### src/rtl/uart_frame_rx.sv
module uart_frame_rx #(
  parameter int DIV_W = 16
) (
  input  logic             clk,
  input  logic             rst_n,
  input  logic             rx_i,
  input  logic [DIV_W-1:0] divisor_i,
  input  logic [1:0]       width_sel_i,
  input  logic             par_en_i,
  input  logic             par_odd_i,
  input  logic [1:0]       stop_sel_i,
  input  logic [8:0]       term_i,
  output logic [8:0]       word_o,
  output logic             valid_o,
  output logic             parity_err_o,
  output logic             frame_err_o,
  output logic             eop_o
);
  typedef enum logic [2:0] {S_IDLE, S_START, S_DATA, S_PAR, S_STOP, S_WAITH} st_t;

  st_t              st;
  logic [1:0]       sync;
  logic [DIV_W-1:0] pcnt;
  logic [4:0]       scnt;
  logic [3:0]       bcnt;
  logic [8:0]       sh;
  logic             pbit, ferr;

  wire              rx_s    = sync[1];
  wire [DIV_W-1:0]  div_m1  = (divisor_i == '0) ? '0 : divisor_i - 1'b1;
  wire              tick    = (pcnt == div_m1);
  wire [3:0]        last_b  = (width_sel_i == 2'd0) ? 4'd6 : (width_sel_i == 2'd1) ? 4'd7 : 4'd8;
  wire [4:0]        last_s  = (stop_sel_i == 2'd0) ? 5'd15 : (stop_sel_i == 2'd1) ? 5'd27 : 5'd31;
  wire              bad_end = ferr | ~rx_s;

  always_ff @(posedge clk) begin
    if (!rst_n) begin
      st <= S_IDLE; sync <= 2'b11; pcnt <= '0; scnt <= '0; bcnt <= '0;
      sh <= '0; pbit <= 1'b0; ferr <= 1'b0;
      word_o <= '0; valid_o <= 1'b0; parity_err_o <= 1'b0;
      frame_err_o <= 1'b0; eop_o <= 1'b0;
    end else begin
      sync    <= {sync[0], rx_i};
      valid_o <= 1'b0;
      eop_o   <= 1'b0;
      if (st == S_IDLE) pcnt <= '0;
      else              pcnt <= tick ? '0 : pcnt + 1'b1;
      case (st)
        S_IDLE: if (!rx_s) begin st <= S_START; scnt <= '0; end
        S_START: if (tick) begin
          if (scnt == 5'd7) begin
            if (!rx_s) begin
              st <= S_DATA; scnt <= '0; bcnt <= '0; sh <= '0; ferr <= 1'b0; pbit <= 1'b0;
            end else st <= S_IDLE;
          end else scnt <= scnt + 1'b1;
        end
        S_DATA: if (tick) begin
          if (scnt == 5'd15) begin
            sh[bcnt] <= rx_s;
            scnt     <= '0;
            if (bcnt == last_b) st <= par_en_i ? S_PAR : S_STOP;
            else                bcnt <= bcnt + 1'b1;
          end else scnt <= scnt + 1'b1;
        end
        S_PAR: if (tick) begin
          if (scnt == 5'd15) begin
            pbit <= rx_s; scnt <= '0; st <= S_STOP;
          end else scnt <= scnt + 1'b1;
        end
        S_STOP: if (tick) begin
          scnt <= scnt + 1'b1;
          if (scnt == 5'd15 && !rx_s) ferr <= 1'b1;
          if (scnt == last_s) begin
            word_o       <= sh;
            parity_err_o <= par_en_i & (^sh ^ pbit ^ par_odd_i);
            frame_err_o  <= bad_end;
            eop_o        <= (sh == term_i);
            valid_o      <= 1'b1;
            st           <= bad_end ? S_WAITH : S_IDLE;
          end
        end
        S_WAITH: if (rx_s) st <= S_IDLE;
        default: st <= S_IDLE;
      endcase
    end
  end


  single_pulse_chk: assert property (@(posedge clk) disable iff (!rst_n) valid_o |=> !valid_o);

  word_hold_chk: assert property (@(posedge clk) disable iff (!rst_n) !$stable(word_o) |-> valid_o);

  eop_with_valid_chk: assert property (@(posedge clk) disable iff (!rst_n) eop_o |-> valid_o);

  wait_high_chk: assert property (@(posedge clk) disable iff (!rst_n)
    (st == S_WAITH && !rx_s) |=> (st == S_WAITH));

  idle_stay_chk: assert property (@(posedge clk) disable iff (!rst_n)
    (st == S_IDLE && rx_s) |=> (st == S_IDLE));
endmodule

### config.mk
export PLATFORM = sky130hd
export DESIGN_NAME = uart_frame_rx
export DESIGN_NICKNAME = d
export VERILOG_FILES = /design/src/rtl/uart_frame_rx.sv
export SDC_FILE = /design/constraint.sdc
export NUM_CORES = 1
export LEC_CHECK = 0
export ABC_AREA = 1
export BUFFER_PORTS_ARGS = -buffer_cell sky130_fd_sc_hd__buf_4
export CAP_MARGIN = 40
export CORE_ASPECT_RATIO = 0.6
export CORE_MARGIN = 5
export CORE_UTILIZATION = 54
export CTS_CLUSTER_DIAMETER = 200
export CTS_CLUSTER_SIZE = 28
export DETAILED_ROUTE_END_ITERATION = 16
export GPL_TIMING_DRIVEN = 0
export PLACE_DENSITY = 0.85
export SLEW_MARGIN = 20
export SYNTH_ARGS = -nofsm -noshare
export SYNTH_HDL_FRONTEND = slang
export SYNTH_SLANG_ARGS = --single-unit
### constraint.sdc
create_clock -name clk -period 2.6 [get_ports clk]
set_input_delay 0.78 -clock clk [delete_from_list [all_inputs] [get_ports clk]]
set_output_delay 0.78 -clock clk [all_outputs]
set_load 0.01 [all_outputs]
==> impl_results.md <==
- Run status: complete, but fails checks
- Failing checks: negative setup slack
- Clock sinks: 54
- Worst EP required: 2.75 ns
- Mapped Cells: approximately 620
- Initial DRC Count: 806
- Area growth syn-to-layout: 34.2%
- Fin. Hold Viols: 0
- Area contributors post-synth: dfxtp_1, nand2_1, nand3_1
- Layout cells sized above 1: 0.306
- Slew Viols, Final: 0
- Max-cap violations: 0
- Post-CTS Hold Fix Bufs: 0
- Synth Area in Adders: 0.0279
- I/O pins: 47
- Chip width: 122 um
- ANT nets after route: 0
- Register clock-pin slew on the reported worst setup and hold paths: around 0.080 ns
- Register area share after synthesis: 0.267
- Count of final setup violators: 45
- Post-Route Setup TNS: -3.30 ns
- GRT Total Usage: 0.260
- Post-synth EDFFs: 0
- Slew HR: 0.457
- Final worst slack: -0.156 ns
- Startpoint types: input port
- Post-Synth Simple-Gate Area: 0.446
- Syn avg cell area: around 6.5 sq um
- Multiplexer area fraction after synthesis: 0
- Port buffer count: 46
- Worst VDD drop: 0.357 mV
- Number of global-route vias before repair: ~4200
- Worst path arrival time: between 2 and 3 ns
- Cell Pwr Density: 638 nW/um^2
- Skew-Pair Late Insertion Delay: 0.31 ns
- DPL Wire Length: 8.88 mm
- Initial core utilization: 0.556
- Synth Area in XOR/XNOR: 0.0585
- Cells along the critical path: buf_6 > inv_6 > ha_4 > nand2_4 > nor2_4 > nand2_4 > buf_6 > nand2_2 > nand2_2 > nand2_2 > nor2_2 > nand2_2 > nor2_4 > nand3_4 > o21ai_4 > buf_12 > nand3_2 > nand2_1 > a21oi_1
- Worst path slowest cell: nand3_4
- Crit path max fanout: 7
- Core Area: between 7000 and 8000 sq um
- DR WL/cell: ~17 um
- Leakage power: 2.12 nW
- Pre-antenna DRT Iters: 8
- Die area: 9370 sq um
- Syn nets: 667
- Post-synth cell types: 45
- Num CTS Buffers: 5
- Tot Pwr: ~3.5 mW
- Fmax: 0.363 GHz
- Routability cong.: slightly above 0.9
- Synth Warn #: 0
- # diodes: 0
- CTS tree: done
- Global-route wire length before repair: 20.0 mm
- Synth Area in Compound Gates: 0.118
- Chip height: 77.0 um
- Area leader, netlist: dfxtp_1
- Vias: 4912
- Crit share post-route: 1.06
- Cell area after synthesis: slightly above 4000 sq um
- Worst Skew: approximately 0.009 ns
- DP Worst Slack: -0.629 ns
- Crit-path max cell delay: approximately 0.18 ns
- Drc violations: 0
- Yosys top cell area share: 0.267
- Worst Setup End Kind: flop
- Tightest Pin Transition: 0.814 ns
- Cell mode on critical path: nand2_2
- Clock Tree Root: clkbuf_16
- Via density: 6.12
- Unrepaired setup endpoints after global routing: true
- Critical path type: in -> reg
- Hold Path Class: reg -> reg
- Routed WL: 13.9 mm
- Grt ovf: 0
- Ys flop type: dfxtp_1
- Flops & latches, synth: 54
- Initial antenna violation count: 0
- Post-layout nets: between 700 and 800
- H-tree Lvls: 2
- Bufs on Longest Clock Path: 2
- Largest family of logic cells by synthesized area: simple AND/OR/NAND/NOR gates
- # rows: 24
- Largest net degree at the start of global routing: 17
- FFs w/ async S/R, synth: 0
- Min Tclk post-route: approximately 2.8 ns
cells in the final DEF (no fill, tap or decap), types with 10 or more instances in the layout:
cell type / n
buf_4: 57
nand2_1: 114
nor2_4: 21
inv_1: 58
dfxtp_1: 54
nand3_1: 41
buf_6: 10
nand3_2: 22
xor2_1: 16
a21oi_1: 28
nor2_2: 17
nand2_2: 29
nor3_1: 23
xnor2_1: 10
nand4_1: 29
o21ai_0: 16
nor2_1: 52
cells by family (layout without fill, tap and decap cells):
kind of cell	after synthesis	count (layout)
flops	54	54
xor+xnor	27	27
fa+ha+maj	9	9
simple gates	379	379
buf+inv	79	154
compound gates	76	76
worst max-delay path: cells and delay by family:
| family | cells | cell delay [ns] |
|---|---|---|
| AO/OA/AOI/OAI | 2 | 0.25 |
| AND/OR/NAND/NOR | 12 | 1.27 |
| buffers and inverters | 4 | 0.43 |
| adder cells (fa/ha/maj) | 1 | 0.16 |
repair_timing:
action | 4_1_cts | 5_1_grt
hold endpoints to repair | 0 | 0
pin swaps | 19 | 32
gates cloned | 3 | 1
buffers inserted | 9 | 8
endpoints found under the setup margin | 51 | 46
resized for setup | 40 | 99
final timing paths:
path / depth (start not counted) / start / slack (ns) / end
hold reg to reg: 1 / sync[0] / 0.43 / sync[1]
setup / recovery: 19 / divisor_i[0] / -0.16 / sh[5]
hold / removal: 1 / sync[0] / 0.43 / sync[1]
setup reg to reg: 9 / st[1] / -0.06 / sh[5]
cell usage after synthesis (all sizes together) (4+ instances only):
library cell  instances
nor3b                 6
buf                   8
o21ai                19
ha                    9
nor2                 90
nand3                66
dfxtp                54
nor3                 31
nand2               149
o2111ai               4
a21oi                38
clkbuf                8
inv                  63
xnor2                10
xor2                 17
nand4                29
final cells by class:
class	count	area (sq um)
Timing Repair Buffer	67	591
Tap cell	104	130
Sequential cell	54	1080
Clock inverter	2	37.5
Buffer	16	118
Inverter	63	246
Clock buffer	6	129
Multi-Input combinational cell	491	3090
Fill cell	486	1840
per-stage QoR:
stage	std cells	hold WS (ns)	cell area, sq um	util
3_5_place_dp	774	0.408	4540	0.625
6_report	803	0.426	5420	0.746
5_1_grt	803	0.447	5420	0.746
3_3_place_gp	774	0.401	4540	0.625
2_1_floorplan	624	0.393	4060	-
4_1_cts	794	0.427	4960	0.683
power breakdown:
part,internal (mW),leakage (nW),switching [mW]
logic,0.601,1.60,1.11
clock network,0.456,0.0771,0.332
registers,0.880,0.436,0.0831
layer usage:
metal | vias to the layer above | GRT usage | share of wire
li1 | 2245 | - | -
met1 | 2251 | 0.395 | 0.40
met2 | 355 | 0.362 | 0.43
met3 | 61 | 0.0618 | 0.14
met4 | 0 | 0.0671 | 0.030
met5 | - | 0 | 0
flip-flops by register name, summed over array words and instances, names as in the netlist:
register / cells
pcnt: 16
scnt: 5
parity_err_o: 1
sync: 2
sh: 9
frame_err_o: 1
pbit: 1
st: 3
word_o: 9
eop_o: 1
bcnt: 4
ferr: 1
valid_o: 1
Power figures use the tool's default switching activity.
